<file path="config.mk">
export PLATFORM = sky130hd
export DESIGN_NAME = caltrim_loader
export DESIGN_NICKNAME = d
export VERILOG_FILES = /design/src/rtl/caltrim_pkg.sv /design/src/rtl/caltrim_rstsync.sv /design/src/rtl/caltrim_shifter.sv /design/src/rtl/caltrim_strobe.sv /design/src/rtl/caltrim_bank.sv /design/src/rtl/caltrim_loader.sv
export SDC_FILE = /design/constraint.sdc
export NUM_CORES = 1
export LEC_CHECK = 0
export ABC_AREA = 1
export BUFFER_PORTS_ARGS = -buffer_cell sky130_fd_sc_hd__buf_2
export CORE_MARGIN = 2
export CORE_UTILIZATION = 58
export DETAILED_ROUTE_END_ITERATION = 16
export GPL_TIMING_DRIVEN = 0
export PLACE_DENSITY = 0.89
export SETUP_SLACK_MARGIN = 0.4
export SLEW_MARGIN = 40
export SYNTH_ARGS = -nofsm -noshare
export SYNTH_HDL_FRONTEND = slang
export SYNTH_SLANG_ARGS = --single-unit
</file>
<file path="constraint.sdc">
create_clock -name clk -period 9.4 [get_ports clk]
set_input_delay 0.94 -clock clk [delete_from_list [all_inputs] [get_ports clk]]
set_output_delay 0.94 -clock clk [all_outputs]
set_load 0.005 [all_outputs]
</file>
<file path="src/rtl/caltrim_pkg.sv">
package caltrim_pkg;

  // Default geometry of the trim bank.
  localparam int TRIM_VAL_W   = 8;
  localparam int TRIM_ADDR_W  = 3;
  localparam int TRIM_CONV_N  = 3;
  localparam int TRIM_USED_CH = 21;

  // Number of channels actually present in converter k.
  function automatic int conv_used(input int k, input int used, input int per);
    int rem;
    rem = used - k * per;
    if (rem > per) rem = per;
    if (rem < 0) rem = 0;
    return rem;
  endfunction

endpackage

</file>
<file path="src/rtl/caltrim_rstsync.sv">
module caltrim_rstsync #(
  parameter int STAGES = 2
) (
  input  logic clk,
  input  logic rst_n,
  output logic rst_n_sync
);

  logic [STAGES-1:0] pipe_q;
  logic [STAGES-1:0] pipe_d;

  always_comb begin
    pipe_d = {pipe_q[STAGES-2:0], 1'b1};
  end

  always_ff @(posedge clk or negedge rst_n) begin
    if (!rst_n) begin
      pipe_q <= '0;
    end else begin
      pipe_q <= pipe_d;
    end
  end

  assign rst_n_sync = pipe_q[STAGES-1];

endmodule

</file>
<file path="src/rtl/caltrim_shifter.sv">
module caltrim_shifter #(
  parameter int FRAME_W = 11
) (
  input  logic               clk,
  input  logic               rst_n,
  input  logic               sdata,
  input  logic               sclk,
  output logic [FRAME_W-1:0] frame
);

  logic               sclk_q;
  logic               sclk_rise;
  logic [FRAME_W-1:0] frame_q;
  logic [FRAME_W-1:0] frame_d;

  // Edge detect on the register-driven serial clock.
  assign sclk_rise = sclk & ~sclk_q;

  // Next state: shift in at the rising transition only.
  always_comb begin
    frame_d = frame_q;
    if (sclk_rise) begin
      frame_d = {frame_q[FRAME_W-2:0], sdata};
    end
  end

  always_ff @(posedge clk or negedge rst_n) begin
    if (!rst_n) begin
      sclk_q  <= 1'b0;
      frame_q <= '0;
    end else begin
      sclk_q <= sclk;
      if (sclk_rise) begin
        frame_q <= frame_d;
      end
    end
  end

  assign frame = frame_q;

  AST_SHIFT_ON_RISE: assert property (@(posedge clk) disable iff (!rst_n)
    sclk_rise |=> frame == {$past(frame[FRAME_W-2:0]), $past(sdata)});

  AST_HOLD_NO_RISE: assert property (@(posedge clk) disable iff (!rst_n)
    !sclk_rise |=> $stable(frame));

endmodule

</file>
<file path="src/rtl/caltrim_strobe.sv">
module caltrim_strobe #(
  parameter int SEL_W  = 2,
  parameter int CONV_N = 3
) (
  input  logic              clk,
  input  logic              rst_n,
  input  logic [SEL_W-1:0]  sel,
  output logic [CONV_N-1:0] strobe
);

  logic [SEL_W-1:0] sel_q;
  logic             arm_edge;

  // A write is armed only when the code leaves zero.
  assign arm_edge = (sel_q == '0) && (sel != '0);

  always_comb begin
    strobe = '0;
    for (int k = 0; k < CONV_N; k++) begin
      if (arm_edge && (sel == SEL_W'(k + 1))) begin
        strobe[k] = 1'b1;
      end
    end
  end

  always_ff @(posedge clk or negedge rst_n) begin
    if (!rst_n) begin
      sel_q <= '0;
    end else begin
      sel_q <= sel;
    end
  end

  AST_STROBE_ONEHOT: assert property (@(posedge clk) disable iff (!rst_n)
    $onehot0(strobe));

  AST_NO_RELATCH: assert property (@(posedge clk) disable iff (!rst_n)
    (strobe != '0) |=> (strobe == '0));

endmodule

</file>
<file path="src/rtl/caltrim_bank.sv">
module caltrim_bank #(
  parameter int VAL_W  = 8,
  parameter int ADDR_W = 3,
  parameter int USED   = 8
) (
  input  logic                  clk,
  input  logic                  rst_n,
  input  logic                  we,
  input  logic [ADDR_W-1:0]     addr,
  input  logic [VAL_W-1:0]      wdata,
  output logic [USED*VAL_W-1:0] rd
);

  logic [USED-1:0] hit;

  for (genvar i = 0; i < USED; i++) begin : g_ch
    logic [VAL_W-1:0] val_q;
    logic [VAL_W-1:0] val_d;

    // Addresses at or above USED match no channel and are dropped.
    assign hit[i] = we && (addr == ADDR_W'(i));

    always_comb begin
      val_d = val_q;
      if (hit[i]) begin
        val_d = wdata;
      end
    end

    always_ff @(posedge clk or negedge rst_n) begin
      if (!rst_n) begin
        val_q <= '0;
      end else if (hit[i]) begin
        val_q <= val_d;
      end
    end

    assign rd[i*VAL_W +: VAL_W] = val_q;
  end

  AST_BANK_HOLD: assert property (@(posedge clk) disable iff (!rst_n)
    !we |=> $stable(rd));

  AST_SINGLE_HIT: assert property (@(posedge clk) disable iff (!rst_n)
    $onehot0(hit));

endmodule

</file>
<file path="src/rtl/caltrim_loader.sv">
module caltrim_loader
  import caltrim_pkg::*;
#(
  parameter int VAL_W   = TRIM_VAL_W,
  parameter int ADDR_W  = TRIM_ADDR_W,
  parameter int CONV_N  = TRIM_CONV_N,
  parameter int USED_CH = TRIM_USED_CH
) (
  input  logic                     clk,
  input  logic                     rst_n,
  input  logic                     cfg_sdata,
  input  logic                     cfg_sclk,
  input  logic [1:0]               cfg_load_sel,
  output logic [USED_CH*VAL_W-1:0] trim_rd
);

  localparam int FRAME_W   = ADDR_W + VAL_W;
  localparam int PER_CONV  = 1 << ADDR_W;
  localparam int SEL_W     = 2;
  localparam int LAST_USED = conv_used(CONV_N - 1, USED_CH, PER_CONV);

  logic               rst_n_int;
  logic [FRAME_W-1:0] frame;
  logic [CONV_N-1:0]  strobe;
  logic [ADDR_W-1:0]  frame_addr;
  logic [VAL_W-1:0]   frame_val;

  caltrim_rstsync #(
    .STAGES(2)
  ) u_rst (
    .clk       (clk),
    .rst_n     (rst_n),
    .rst_n_sync(rst_n_int)
  );

  caltrim_shifter #(
    .FRAME_W(FRAME_W)
  ) u_shift (
    .clk  (clk),
    .rst_n(rst_n_int),
    .sdata(cfg_sdata),
    .sclk (cfg_sclk),
    .frame(frame)
  );

  caltrim_strobe #(
    .SEL_W (SEL_W),
    .CONV_N(CONV_N)
  ) u_strobe (
    .clk   (clk),
    .rst_n (rst_n_int),
    .sel   (cfg_load_sel),
    .strobe(strobe)
  );

  // Upper bits address a channel, lower bits carry the value.
  assign frame_addr = frame[FRAME_W-1 -: ADDR_W];
  assign frame_val  = frame[VAL_W-1:0];

  for (genvar k = 0; k < CONV_N; k++) begin : g_conv
    localparam int USED_K = conv_used(k, USED_CH, PER_CONV);
    localparam int BASE   = k * PER_CONV * VAL_W;

    caltrim_bank #(
      .VAL_W (VAL_W),
      .ADDR_W(ADDR_W),
      .USED  (USED_K)
    ) u_bank (
      .clk  (clk),
      .rst_n(rst_n_int),
      .we   (strobe[k]),
      .addr (frame_addr),
      .wdata(frame_val),
      .rd   (trim_rd[BASE +: USED_K*VAL_W])
    );
  end

  AST_UNUSED_IGNORED: assert property (@(posedge clk) disable iff (!rst_n_int)
    (strobe[CONV_N-1] && (int'(frame_addr) >= LAST_USED)) |=> $stable(trim_rd));

  AST_IDLE_STABLE: assert property (@(posedge clk) disable iff (!rst_n_int)
    (strobe == '0) |=> $stable(trim_rd));

endmodule

</file>
# Word-level counts from Yosys, hierarchy flattened
# Index checks and enable logic that the tools add are counted.
[word_totals]
ff_bits = 184
inputBits = 6
out_inout_bits = 168
wordCells = 68
[classes]
eq_ne = 10
muxes = 3
bitwise_logic = 2
reduce_logical = 28
[ops]
columns = ["operator", "count"]
rows = [
  ["$logic_and A1 B1 Y1", 25],
  ["$eq A3 B3 Y1 const B", 4],
  ["$eq A3 B2 Y1 const B", 2],
  ["$eq A2 B2 Y1 const B", 2],
  ["$eq A3 B1 Y1 const B", 1],
  ["$logic_not A3 Y1", 1],
  ["$mux W1", 3],
  ["$eq A2 B1 Y1 const B", 1],
  ["$logic_not A2 Y1", 1],
  ["$reduce_bool A2 Y1", 1],
  ["$and A1 B1 Y1", 1],
  ["$not A1 Y1", 1],
]

# Longest topological paths before layout
# Gate-level depths: netlist (run 1).
[logic_depth]
word_depth = 5
mapped_depth = 7
depth_no_buf = 6

# Cells and area by module
# Synthesis (run 1) repeated with hierarchy kept, for this count alone.
[hier_totals]
hier_cells = 838
area_unflattened_um2 = 7603.5
[by_module_without_submodules]
columns = ["mod", "n_inst", "cells_each", "area_each_um2", "seq_area_each_um2"]
rows = [
  ["caltrim_bank at g_conv[0].u_bank ...", 2, 295, 2668.8, 1601.5],
  ["caltrim_bank at g_conv[2].u_bank", 1, 182, 1651.6, 1001.0],
  ["caltrim_shifter", 1, 50, 469.2, 300.3],
  ["caltrim_strobe", 1, 13, 91.3, 50.0],
  ["caltrim_rstsync", 1, 3, 53.8, 50.0],
]

# Worst setup path before layout (run 1)
# Ideal clock, no wire load.
[synth_path]
path_type = "input -> register"
startpoint = "in cfg_load_sel[1]"
endpoint = "reg g_conv[0].u_bank.g_ch[1].val_q[0]"
setup_time_ns = 0.117
t_arrival_ns = 1.655
required_ns = 9.283
path_slack_ns = 7.628
cell_stages = 7
path_buffers = 1
path_cell_list = "inv_1 > nand2_1 > nor2_4 > buf_6 > nand2_1 > nand2_1 > nand2_1"
[synth_between]
elab_chain_cells = 5
elab_cells_between_ends = 6
classes_between = "1 x eq/ne; 1 x mux; 4 x reduce/logical"
[synth_rtl]
columns = ["element", "line_no", "rtl"]
rows = [
  ["from (decl)", "caltrim_loader.sv:13", "input logic [1:0] cfg_load_sel,"],
  ["$reduce_bool A2 Y1", "caltrim_strobe.sv:15", "assign arm_edge = (sel_q == '0) && (sel != '0);"],
  ["$logic_and A1 B1 Y1", "caltrim_strobe.sv:15", ""],
  ["$logic_and A1 B1 Y1 (*)", "caltrim_strobe.sv:20", "if (arm_edge && (sel == SEL_W'(k + 1))) begin"],
  ["$mux W1 (*)", "caltrim_strobe.sv:20", ""],
  ["$logic_and A1 B1 Y1 (*)", "caltrim_bank.sv:21", "assign hit[i] = we && (addr == ADDR_W'(i));"],
  ["to (signal assigned)", "caltrim_bank.sv:34", "val_q <= val_d;"],
  ["to (decl)", "caltrim_bank.sv:17", "logic [VAL_W-1:0] val_q;"],
]
# Mark *: on every way between the ends. The rest lies on a longest branch, timed or not.
# A chain may end at the register's enable or synchronous reset.

# Worst setup path after layout (run 1)
[layout_path]
startpoint = "reg g_conv[0].u_bank.g_ch[0].val_q[0]"
endpoint = "out trim_rd[0]"
[layout_rtl]
columns = ["element", "line_no", "rtl"]
rows = [
  ["from (decl)", "caltrim_bank.sv:17", ""],
  ["from (signal assigned)", "caltrim_bank.sv:34", ""],
  ["to (decl)", "caltrim_loader.sv:14", "output logic [USED_CH*VAL_W-1:0] trim_rd"],
]
# No word-level cell between the ends.

==> results of run 1 <==
-- cell usage after synthesis --
| master | count |
|---|---|
| a21oi_1 | 1 |
| buf_6 | 9 |
| buf_4 | 7 |
| nor2_1 | 1 |
| nand2_2 | 20 |
| buf_2 | 14 |
| inv_2 | 4 |
| clkbuf_1 | 17 |
| nor2_8 | 8 |
| nor2_4 | 3 |
| nand3_1 | 176 |
| conb_1 | 1 |
| nand2_4 | 4 |
| dfrtp_1 | 184 |
| inv_6 | 1 |
| inv_1 | 2 |
| clkinv_1 | 1 |
| o21ai_0 | 2 |
| buf_1 | 3 |
| nand2_1 | 360 |
-- cell type report --
class	instances	area share, %
Clock inverter	12	2.11
Timing Repair Buffer	177	10.1
Buffer	50	3.19
Tap cell	172	2.30
Clock buffer	20	4.87
Multi-Input combinational cell	576	27.9
Inverter	8	0.374
Sequential cell	184	49.1
-- cell usage in the layout (no fill, tap or decap), types with 4 or more instances in the layout --
cell type / instances
nand2_1: 360
buf_2: 187
dfrtp_1: 183
nand3_1: 176
nand2_2: 20
clkbuf_1: 18
clkbuf_16: 17
buf_6: 9
nor2_8: 8
buf_4: 7
bufinv_16: 5
inv_2: 4
nand2_4: 4
buf_12: 4
-- logic make-up after synthesis --
kind of cell	count (synthesis)	synth area share, %
and+or+nand+nor	572	34.4
DFF	184	60.9
buffers and inverters	58	4.42
AOI/OAI and AO/OA	3	0.199
other	1	0.0496
-- routing by layer --
metal | vias to the layer above | routed length [µm]
li1 | 3009 | -
met1 | 3181 | 8180
met2 | 368 | 10400
met3 | 58 | 2190
met4 | 0 | 641
met5 | - | 0
-- how the worst max path moves through the flow --
stage	to	slack (ns)
final	trim_rd[0]	7.47
after global routing	trim_rd[85]	7.45
after CTS	trim_rd[81]	7.47
after detailed placement	g_conv[0].u_bank.g_ch[1].val_q[5]	7.14
after global placement	g_conv[1].u_bank.g_ch[5].val_q[6]	2.13
after floorplan	g_conv[0].u_bank.g_ch[0].val_q[0]	3.89
-- flip-flops by register name (all words and copies together), names as in the netlist --
name / flops
u_strobe.sel_q: 2
u_shift.frame: 11
g_conv.u_bank.g_ch.val_q: 168
u_rst.pipe_q: 2
u_shift.sclk_q: 1
-- report_power, final --
part           total (W)  internal, W  leakage, nW  switching (W)
logic           0.000366     0.000127         2.83       0.000240
clock network   0.000783     0.000485        0.316       0.000298
registers       0.000959     0.000887         2.51      0.0000721
-- metrics by stage --
step / power [W] / hold WS, ns / worst slack (ns)
after CTS: 0.00211 / 0.273 / 7.47
after floorplan: 0.00115 / 0.331 / 3.89
final: 0.00211 / 0.259 / 7.47
after detailed placement: 0.00133 / 0.271 / 7.14
after global routing: 0.00219 / 0.268 / 7.45
after global placement: 0.00131 / 0.337 / 2.13
==> metrics.txt, run 1 <==
# TYPE chip_impl_metric gauge
chip_impl_metric{name="fmaxAchievable",unit="MHz"} 519
chip_impl_metric{name="cts_setup_buffers",unit=""} 0
chip_impl_info{name="timing.hold.worst.class",value="register to async pin"} 1
chip_impl_metric{name="routedWlPerCell",unit="µm"} 17.9
chip_impl_metric{name="min_period",unit="ns"} 1.93
chip_impl_info{name="yosys-top-cells-area",value="dfrtp_1 (61%), nand2_1 (18%), nand3_1 (12%)"} 1
chip_impl_info{name="cp_top_family",value="flip-flops"} 1
chip_impl_info{name="cts_tree",value="built"} 1
chip_impl_metric{name="detailed_place_hpwl",unit="µm"} 14300
chip_impl_metric{name="power.density",unit="nW/µm²"} 225
chip_impl_metric{name="final_area",unit="µm²"} 9380
chip_impl_metric{name="groute.layer.met3.usage",unit="%"} 7.67
chip_impl_metric{name="post_cts_resized",unit=""} 0
chip_impl_info{name="rr_startpoint",value="u_strobe.sel_q[0]"} 1
chip_impl_metric{name="placedInstanceArea",unit="µm²"} 8720
chip_impl_metric{name="die_span_y",unit="µm"} 118
chip_impl_metric{name="detail_route.wirelength",unit="µm"} 21400
chip_impl_info{name="destination_of_the_worst_register_to_register_timing_path",value="g_conv[0].u_bank.g_ch[1].val_q[5]"} 1
chip_impl_info{name="crit_path_from",value="g_conv[0].u_bank.g_ch[0].val_q[0]"} 1
chip_impl_metric{name="io_buffers",unit=""} 173
chip_impl_metric{name="power.ir.vdd_worst",unit="mV"} 0.121
chip_impl_metric{name="yosys_register_bits",unit=""} 184
chip_impl_info{name="start_kind",value="register"} 1
chip_impl_metric{name="final-instance-count-excl-fill",unit=""} 1199
chip_impl_metric{name="timing_hold_violations_final",unit=""} 0
chip_impl_metric{name="pin_count_of_the_biggest_net_entering_global_routing",unit=""} 47
chip_impl_metric{name="setup_viol_count_final",unit=""} 0
chip_impl_metric{name="drc_errors",unit=""} 0
chip_impl_metric{name="dr.first_iter.drc_count",unit=""} 722
chip_impl_metric{name="timing.slew.headroom",unit="%"} 44.8
chip_impl_metric{name="syn_inst",unit=""} 818
chip_impl_metric{name="synth_cell_types",unit=""} 20
chip_impl_metric{name="postRouteAntennaNets",unit=""} 0
chip_impl_metric{name="place.gp.congestion",unit=""} 0.822
chip_impl_metric{name="placeable_core_region",unit="µm²"} 12700
chip_impl_metric{name="route.vias.total",unit=""} 6616
chip_impl_metric{name="num-nets-final",unit=""} 1020
chip_impl_metric{name="tightestPinTransition",unit="ns"} 0.828
chip_impl_metric{name="ys.warnings.count",unit=""} 0
chip_impl_metric{name="grtUsageMet1",unit="%"} 42.6
chip_impl_metric{name="path_max_fanout",unit=""} 2
chip_impl_metric{name="initial_util",unit="%"} 59.6
chip_impl_metric{name="fillerInstances",unit=""} 904
chip_impl_metric{name="antennaDiodeCount",unit=""} 0
chip_impl_metric{name="tritoncts_num_sinks",unit=""} 184
chip_impl_metric{name="synthesis.area_per_instance",unit="µm²"} 9.24
chip_impl_metric{name="clockBufferDepth",unit=""} 2
chip_impl_metric{name="reg2regPathDepth",unit=""} 7
chip_impl_metric{name="critPathBufInv",unit=""} 1
chip_impl_metric{name="place_inst",unit=""} 1167
chip_impl_metric{name="fin_tns_setup",unit="ns"} 0
chip_impl_metric{name="area_taken_by_flip_flops_and_latches",unit="µm²"} 4610
chip_impl_info{name="grt_busiest_layer",value="met2"} 1
chip_impl_info{name="result_of_the_run",value="complete, no violations"} 1
chip_impl_metric{name="die_area",unit="µm²"} 14000
chip_impl_metric{name="htree_levels",unit=""} 4
chip_impl_info{name="critical_path.endpoint_type",value="output pin"} 1
chip_impl_metric{name="drv_cap",unit=""} 0
chip_impl_info{name="crit_slowest_cell",value="dfrtp_1"} 1
chip_impl_metric{name="synthDominantCellAreaShare",unit="%"} 60.9
chip_impl_metric{name="grt_first_pass_wirelength",unit="µm"} 34400
chip_impl_metric{name="vias_in_the_first_global_route",unit=""} 6463
chip_impl_metric{name="floorplan.rows",unit=""} 41
chip_impl_metric{name="cp_data_required_time",unit="ns"} 8.46
chip_impl_metric{name="layout_worst_path_cycle_share",unit="%"} 20.5
chip_impl_metric{name="critical_path_depth",unit=""} 1
chip_impl_metric{name="numCtsBuffers",unit=""} 17
chip_impl_metric{name="ff_to_ff_setup_slack",unit="ns"} 7.79
chip_impl_metric{name="layout-area-overhead-vs-synth",unit="%"} 24.1
chip_impl_metric{name="ys_seq_area_share",unit="%"} 60.9
chip_impl_metric{name="critPathMaxStageDelay",unit="ns"} 0.41
chip_impl_metric{name="gr-total-overflow",unit=""} 0
chip_impl_metric{name="post-route-util",unit="%"} 74.0
chip_impl_info{name="clockRootBuffer",value="clkbuf_16"} 1
chip_impl_metric{name="global_route.usage.met2",unit="%"} 51.4
chip_impl_metric{name="antenna_found_initial",unit=""} 0
chip_impl_metric{name="die_width",unit="µm"} 118
chip_impl_metric{name="fin_skew",unit="ns"} 0.00966
chip_impl_metric{name="clock_insertion_delay_worst_skew",unit="ns"} 0.43
chip_impl_metric{name="synth.net_count",unit=""} 824
chip_impl_metric{name="share_of_final_layout_standard_cells_stronger_than_drive_strength_1",unit="%"} 27.2
chip_impl_metric{name="hold_buffers",unit=""} 0
chip_impl_metric{name="multiInputGateArea",unit="µm²"} 2620
chip_impl_metric{name="mappedNetlistArea",unit="µm²"} 7560
chip_impl_metric{name="io_pins",unit=""} 174
chip_impl_info{name="ordered_list_of_cells_on_the_worst_path",value="buf_2"} 1
chip_impl_info{name="critical_path_class",value="register to output pin"} 1
chip_impl_metric{name="total_leakage_power",unit="nW"} 5.66
chip_impl_info{name="rsz_0062_raised_after_global_routing",value="no"} 1
chip_impl_metric{name="drt_pre_antenna_iters",unit=""} 5
chip_impl_metric{name="clkTransAtPathRegs",unit="ns"} 0.07
chip_impl_metric{name="fin_max_slew_vios",unit=""} 0
chip_impl_metric{name="overall_track_demand_over_capacity_in_global_routing",unit="%"} 32.2
chip_impl_metric{name="worst-endpoint-arrival",unit="ns"} 0.99
chip_impl_metric{name="route.detailed.vias_per_inst",unit=""} 5.52
chip_impl_info{name="synth_top_cell_by_area",value="dfrtp_1"} 1
Note: power is estimated with default switching activity, not from simulation.
==> run 2: changes to the inputs <==
--- a/config.mk
+++ b/config.mk
@@ -5,13 +5,13 @@
 export SDC_FILE = /design/constraint.sdc
 export NUM_CORES = 1
 export LEC_CHECK = 0
-export ABC_AREA = 1
+export ABC_AREA = 0
 export BUFFER_PORTS_ARGS = -buffer_cell sky130_fd_sc_hd__buf_2
 export CORE_MARGIN = 2
-export CORE_UTILIZATION = 58
+export CORE_UTILIZATION = 53
 export DETAILED_ROUTE_END_ITERATION = 16
 export GPL_TIMING_DRIVEN = 0
-export PLACE_DENSITY = 0.89
+export PLACE_DENSITY = 0.84
 export SETUP_SLACK_MARGIN = 0.4
 export SLEW_MARGIN = 40
 export SYNTH_ARGS = -nofsm -noshare
==> constraint.sdc (replaced) <==
create_clock -name clk -period 1.9 [get_ports clk]
set_input_delay 0.19 -clock clk [delete_from_list [all_inputs] [get_ports clk]]
set_output_delay 0.19 -clock clk [all_outputs]
set_load 0.005 [all_outputs]
==> run 2 against run 1 <==
Against the previous run:
- cell area up 3.0%
- largest cell class unchanged
- flip-flop and latch count unchanged
- worst setup slack worse by 7.4 ns
- global-route usage down 6.4 points
- die area up 0.76%
- critical path type is now register to register
- hold slack worse by 0.19 ns
- sequential power rose to 5.9 times the previous value
- combinational power rose to 10 times the previous value
- wire length down 19%
- count of clock-buffer cells in the layout up 1
- synthesized area down 7.9%
==> metrics.txt, run 2 <==
# TYPE chip_impl_metric gauge
chip_impl_info{name="result_of_the_run",value="complete, no violations"} 1
chip_impl_metric{name="cp_data_required_time",unit="ns"} 2.22
chip_impl_info{name="clockRootBuffer",value="clkbuf_16"} 1
chip_impl_info{name="largest-register",value="g_conv.u_bank.g_ch.val_q"} 1
chip_impl_metric{name="power.ir.vdd_worst",unit="mV"} 0.859
chip_impl_metric{name="drv_cap",unit=""} 0
chip_impl_metric{name="synth.net_count",unit=""} 429
chip_impl_metric{name="power.share.switching",unit="%"} 30.1
chip_impl_metric{name="cellInternalPower",unit="W"} 0.00914
chip_impl_metric{name="fin_skew",unit="ns"} 0.00780
chip_impl_metric{name="synth_compound_gate_area_share",unit="%"} 0
chip_impl_metric{name="die_span_y",unit="µm"} 119
chip_impl_metric{name="synth-xor-area-share",unit="%"} 0
chip_impl_metric{name="die_area",unit="µm²"} 14100
chip_impl_metric{name="route.vias.total",unit=""} 4425
chip_impl_metric{name="synthDominantCellAreaShare",unit="%"} 66.2
chip_impl_metric{name="placeable_core_region",unit="µm²"} 12700
chip_impl_metric{name="ys.warnings.count",unit=""} 0
chip_impl_metric{name="finalWorstSetupSlack",unit="ns"} 0.0283
chip_impl_metric{name="yosys_register_bits",unit=""} 184
chip_impl_info{name="start_kind",value="register"} 1
chip_impl_metric{name="critPathMaxStageDelay",unit="ns"} 0.53
chip_impl_metric{name="share_of_final_layout_standard_cells_stronger_than_drive_strength_1",unit="%"} 68.0
chip_impl_metric{name="vias_in_the_first_global_route",unit=""} 4815
chip_impl_metric{name="power.density",unit="nW/µm²"} 1350
chip_impl_info{name="layout_common_cells",value="dfrtp_1 (182), buf_2 (175), mux2_2 (106)"} 1
chip_impl_metric{name="synthesis.area_per_instance",unit="µm²"} 16.5
chip_impl_metric{name="path_max_fanout",unit=""} 8
chip_impl_metric{name="drt_pre_antenna_iters",unit=""} 4
chip_impl_info{name="crit_slowest_cell",value="or4b_4"} 1
chip_impl_metric{name="fillerInstances",unit=""} 800
chip_impl_metric{name="synth_simple_gate_area_share",unit="%"} 3.47
chip_impl_metric{name="grt_first_pass_wirelength",unit="µm"} 27400
chip_impl_metric{name="mappedNetlistArea",unit="µm²"} 6960
chip_impl_info{name="dominantRegCellSynth",value="dfrtp_1"} 1
chip_impl_metric{name="drc_errors",unit=""} 0
chip_impl_metric{name="overall_track_demand_over_capacity_in_global_routing",unit="%"} 25.7
chip_impl_metric{name="placedInstanceArea",unit="µm²"} 8350
chip_impl_metric{name="htree_levels",unit=""} 4
chip_impl_metric{name="detailedPlace.worstSlack",unit="ns"} -0.138
chip_impl_metric{name="timing_hold_violations_final",unit=""} 0
chip_impl_metric{name="syn_inst",unit=""} 423
chip_impl_metric{name="pin_count_of_the_biggest_net_entering_global_routing",unit=""} 48
chip_impl_metric{name="detail_route.wirelength",unit="µm"} 17300
chip_impl_metric{name="total_leakage_power",unit="nW"} 5.18
chip_impl_metric{name="routedWlPerCell",unit="µm"} 20.7
chip_impl_metric{name="worst-endpoint-arrival",unit="ns"} 2.19
chip_impl_metric{name="timing.slew.headroom",unit="%"} 49.7
chip_impl_metric{name="io_buffers",unit=""} 173
chip_impl_metric{name="layout-area-overhead-vs-synth",unit="%"} 38.8
chip_impl_metric{name="power",unit="W"} 0.0131
chip_impl_metric{name="setup_viol_count_final",unit=""} 0
chip_impl_metric{name="num-nets-final",unit=""} 656
chip_impl_metric{name="synth_cell_types",unit=""} 17
chip_impl_metric{name="die_width",unit="µm"} 119
chip_impl_info{name="synth_top_cells_by_count",value="dfrtp_1 (184), mux2_2 (179), clkbuf_1 (20)"} 1
chip_impl_metric{name="detailed_place_hpwl",unit="µm"} 11500
chip_impl_metric{name="gr-total-overflow",unit=""} 0
chip_impl_metric{name="clockBufferDepth",unit=""} 2
chip_impl_metric{name="postRouteAntennaNets",unit=""} 0
chip_impl_metric{name="antenna_found_initial",unit=""} 0
chip_impl_metric{name="netSwitchingPower",unit="W"} 0.00394
chip_impl_info{name="rsz_0062_raised_after_global_routing",value="yes"} 1
chip_impl_metric{name="p_comb_share",unit="%"} 28.5
chip_impl_info{name="critical_path_class",value="register to register"} 1
chip_impl_metric{name="power.share.sequential",unit="%"} 43.2
chip_impl_metric{name="fin_max_slew_vios",unit=""} 0
chip_impl_metric{name="layout_worst_path_cycle_share",unit="%"} 98.5
chip_impl_info{name="cts_tree",value="built"} 1
chip_impl_info{name="most_frequently_used_cell_type_in_the_post_synthesis_netlist",value="dfrtp_1"} 1
chip_impl_metric{name="final_area",unit="µm²"} 9660
chip_impl_metric{name="route.detailed.vias_per_inst",unit=""} 5.30
chip_impl_metric{name="io_pins",unit=""} 174
chip_impl_metric{name="largest_register_ffs",unit=""} 168
chip_impl_metric{name="tritoncts_num_sinks",unit=""} 184
chip_impl_metric{name="synthAdderAreaFrac",unit="%"} 0
chip_impl_metric{name="clock_power_share",unit="%"} 28.3
chip_impl_metric{name="initial_util",unit="%"} 54.7
chip_impl_metric{name="floorplan.rows",unit=""} 41
chip_impl_info{name="ordered_list_of_cells_on_the_worst_path",value="or4b_4 > buf_8 > nor3_4 > buf_12 > mux2_4"} 1
chip_impl_metric{name="antennaDiodeCount",unit=""} 0
chip_impl_info{name="timing.hold.worst.class",value="input port to async pin"} 1
chip_impl_metric{name="ys_seq_area_share",unit="%"} 66.2
chip_impl_info{name="synth_top_cell_by_area",value="dfrtp_1"} 1
chip_impl_metric{name="tightestPinTransition",unit="ns"} 0.755
chip_impl_metric{name="numCtsBuffers",unit=""} 17
chip_impl_info{name="main_combinational_cell_family_by_area_after_synthesis",value="multiplexers"} 1
chip_impl_info{name="layout_commonest_cell",value="dfrtp_1"} 1
chip_impl_metric{name="min_period",unit="ns"} 1.87
chip_impl_info{name="yosys-top-cells-area",value="dfrtp_1 (66%), mux2_2 (29%), clkbuf_1 (1.1%)"} 1
chip_impl_metric{name="dr.first_iter.drc_count",unit=""} 153
chip_impl_metric{name="synthMuxAreaShare",unit="%"} 29.0
chip_impl_metric{name="multiInputGateArea",unit="µm²"} 2740
chip_impl_metric{name="asyncSetResetFlopFracSynth",unit="%"} 100
chip_impl_metric{name="area_taken_by_flip_flops_and_latches",unit="µm²"} 4610
chip_impl_metric{name="clkTransAtPathRegs",unit="ns"} 0.07
chip_impl_info{name="critical_path.endpoint_type",value="register"} 1
chip_impl_metric{name="fmaxAchievable",unit="MHz"} 534
chip_impl_metric{name="place.gp.congestion",unit=""} 0.750
chip_impl_metric{name="clock_insertion_delay_worst_skew",unit="ns"} 0.43
chip_impl_metric{name="edff_count_synth",unit=""} 0
==> run 2: cell count changes after synthesis, sizes merged, moves of 3 or more <==
| cell | change |
|---|---|
| nand2 | -371 |
| mux2 | +179 |
| clkbuf | +3 |
| nand3 | -175 |
| nor3b | +3 |
| nor3 | +3 |
| inv | -7 |
| nor2 | -6 |
| buf | -29 |
==> run 2: worst max-delay path: cells and delay by family, from the launching register on <==
| kind | cells | cell delay, ns |
|---|---|---|
| buffers and inverters | 2 | 0.33 |
| flip-flops | 1 | 0.42 |
| multiplexers | 1 | 0.31 |
| AND/OR/NAND/NOR | 2 | 0.70 |
==> run 2: final timing paths <==
check | startpoint | to | slack [ns] | cells after the start
setup / recovery | u_strobe.sel_q[1] | g_conv[0].u_bank.g_ch[5].val_q[6] | 0.03 | 5
hold / removal | rst_n | u_rst.pipe_q[1] | 0.06 | 2
setup reg to reg | u_strobe.sel_q[1] | g_conv[0].u_bank.g_ch[5].val_q[6] | 0.03 | 5
hold reg to reg | u_rst.pipe_q[1] | g_conv[2].u_bank.g_ch[0].val_q[5] | 0.24 | 0
max in group asynchronous | u_rst.pipe_q[1] | g_conv[1].u_bank.g_ch[3].val_q[6] | 0.69 | 3
min in group clk | cfg_load_sel[0] | g_conv[1].u_bank.g_ch[2].val_q[5] | 0.31 | 4
==> run 2: area by class of cell <==
type	instances	area share [%]
plain buffers	24	1.54
clock buffers	21	4.66
multi-input cells	215	28.3
flip-flops and latches	184	47.7
well taps	172	2.23
clock inverters	11	1.79
repair buffers	208	13.7
==> run 2: metal layers <==
layer	vias up	GRT usage [%]	share of wire [%]
li1	1950	-	-
met1	2298	32.1	41
met2	153	43.4	51
met3	24	7.19	6.3
met4	0	8.48	1.7
met5	-	0	0
==> run 2: cell families after synthesis <==
group / after synthesis
flops: 184
buf+inv: 24
simple gates: 35
mux: 179
other cells: 1
==> run 2: what timing repair did <==
| item | CTS | global route |
|---|---|---|
| endpoints found under the setup margin | 169 | 200 |
| hold endpoints to repair | 6 | 0 |
| resized for setup | 71 | 14 |
| pin swaps | 9 | 10 |
| buffers inserted | 19 | 7 |
| hold buffers | 5 | 0 |
==> run 2: power groups by stage <==
stage	clock network, W	logic [W]	registers, W
after detailed placement	0	0.00331	0.00567
final	0.00370	0.00373	0.00564
after floorplan	0	0.00158	0.00569
after global placement	0	0.00311	0.00563
after global routing	0.00391	0.00402	0.00576
after CTS	0.00376	0.00362	0.00563
==> run 2: stage by stage <==
stage | hold slack, ns | cells | util (%) | TNS [ns]
finish | 0.0649 | 835 | 75.9 | 0
CTS | 0.0555 | 828 | 75.1 | 0
floorplan | -0.106 | 423 | - | 0
global route | 0.0737 | 835 | 75.9 | 0
global placement | -0.0235 | 768 | 65.0 | -82.15
detailed placement | -0.0234 | 772 | 65.6 | -3.55
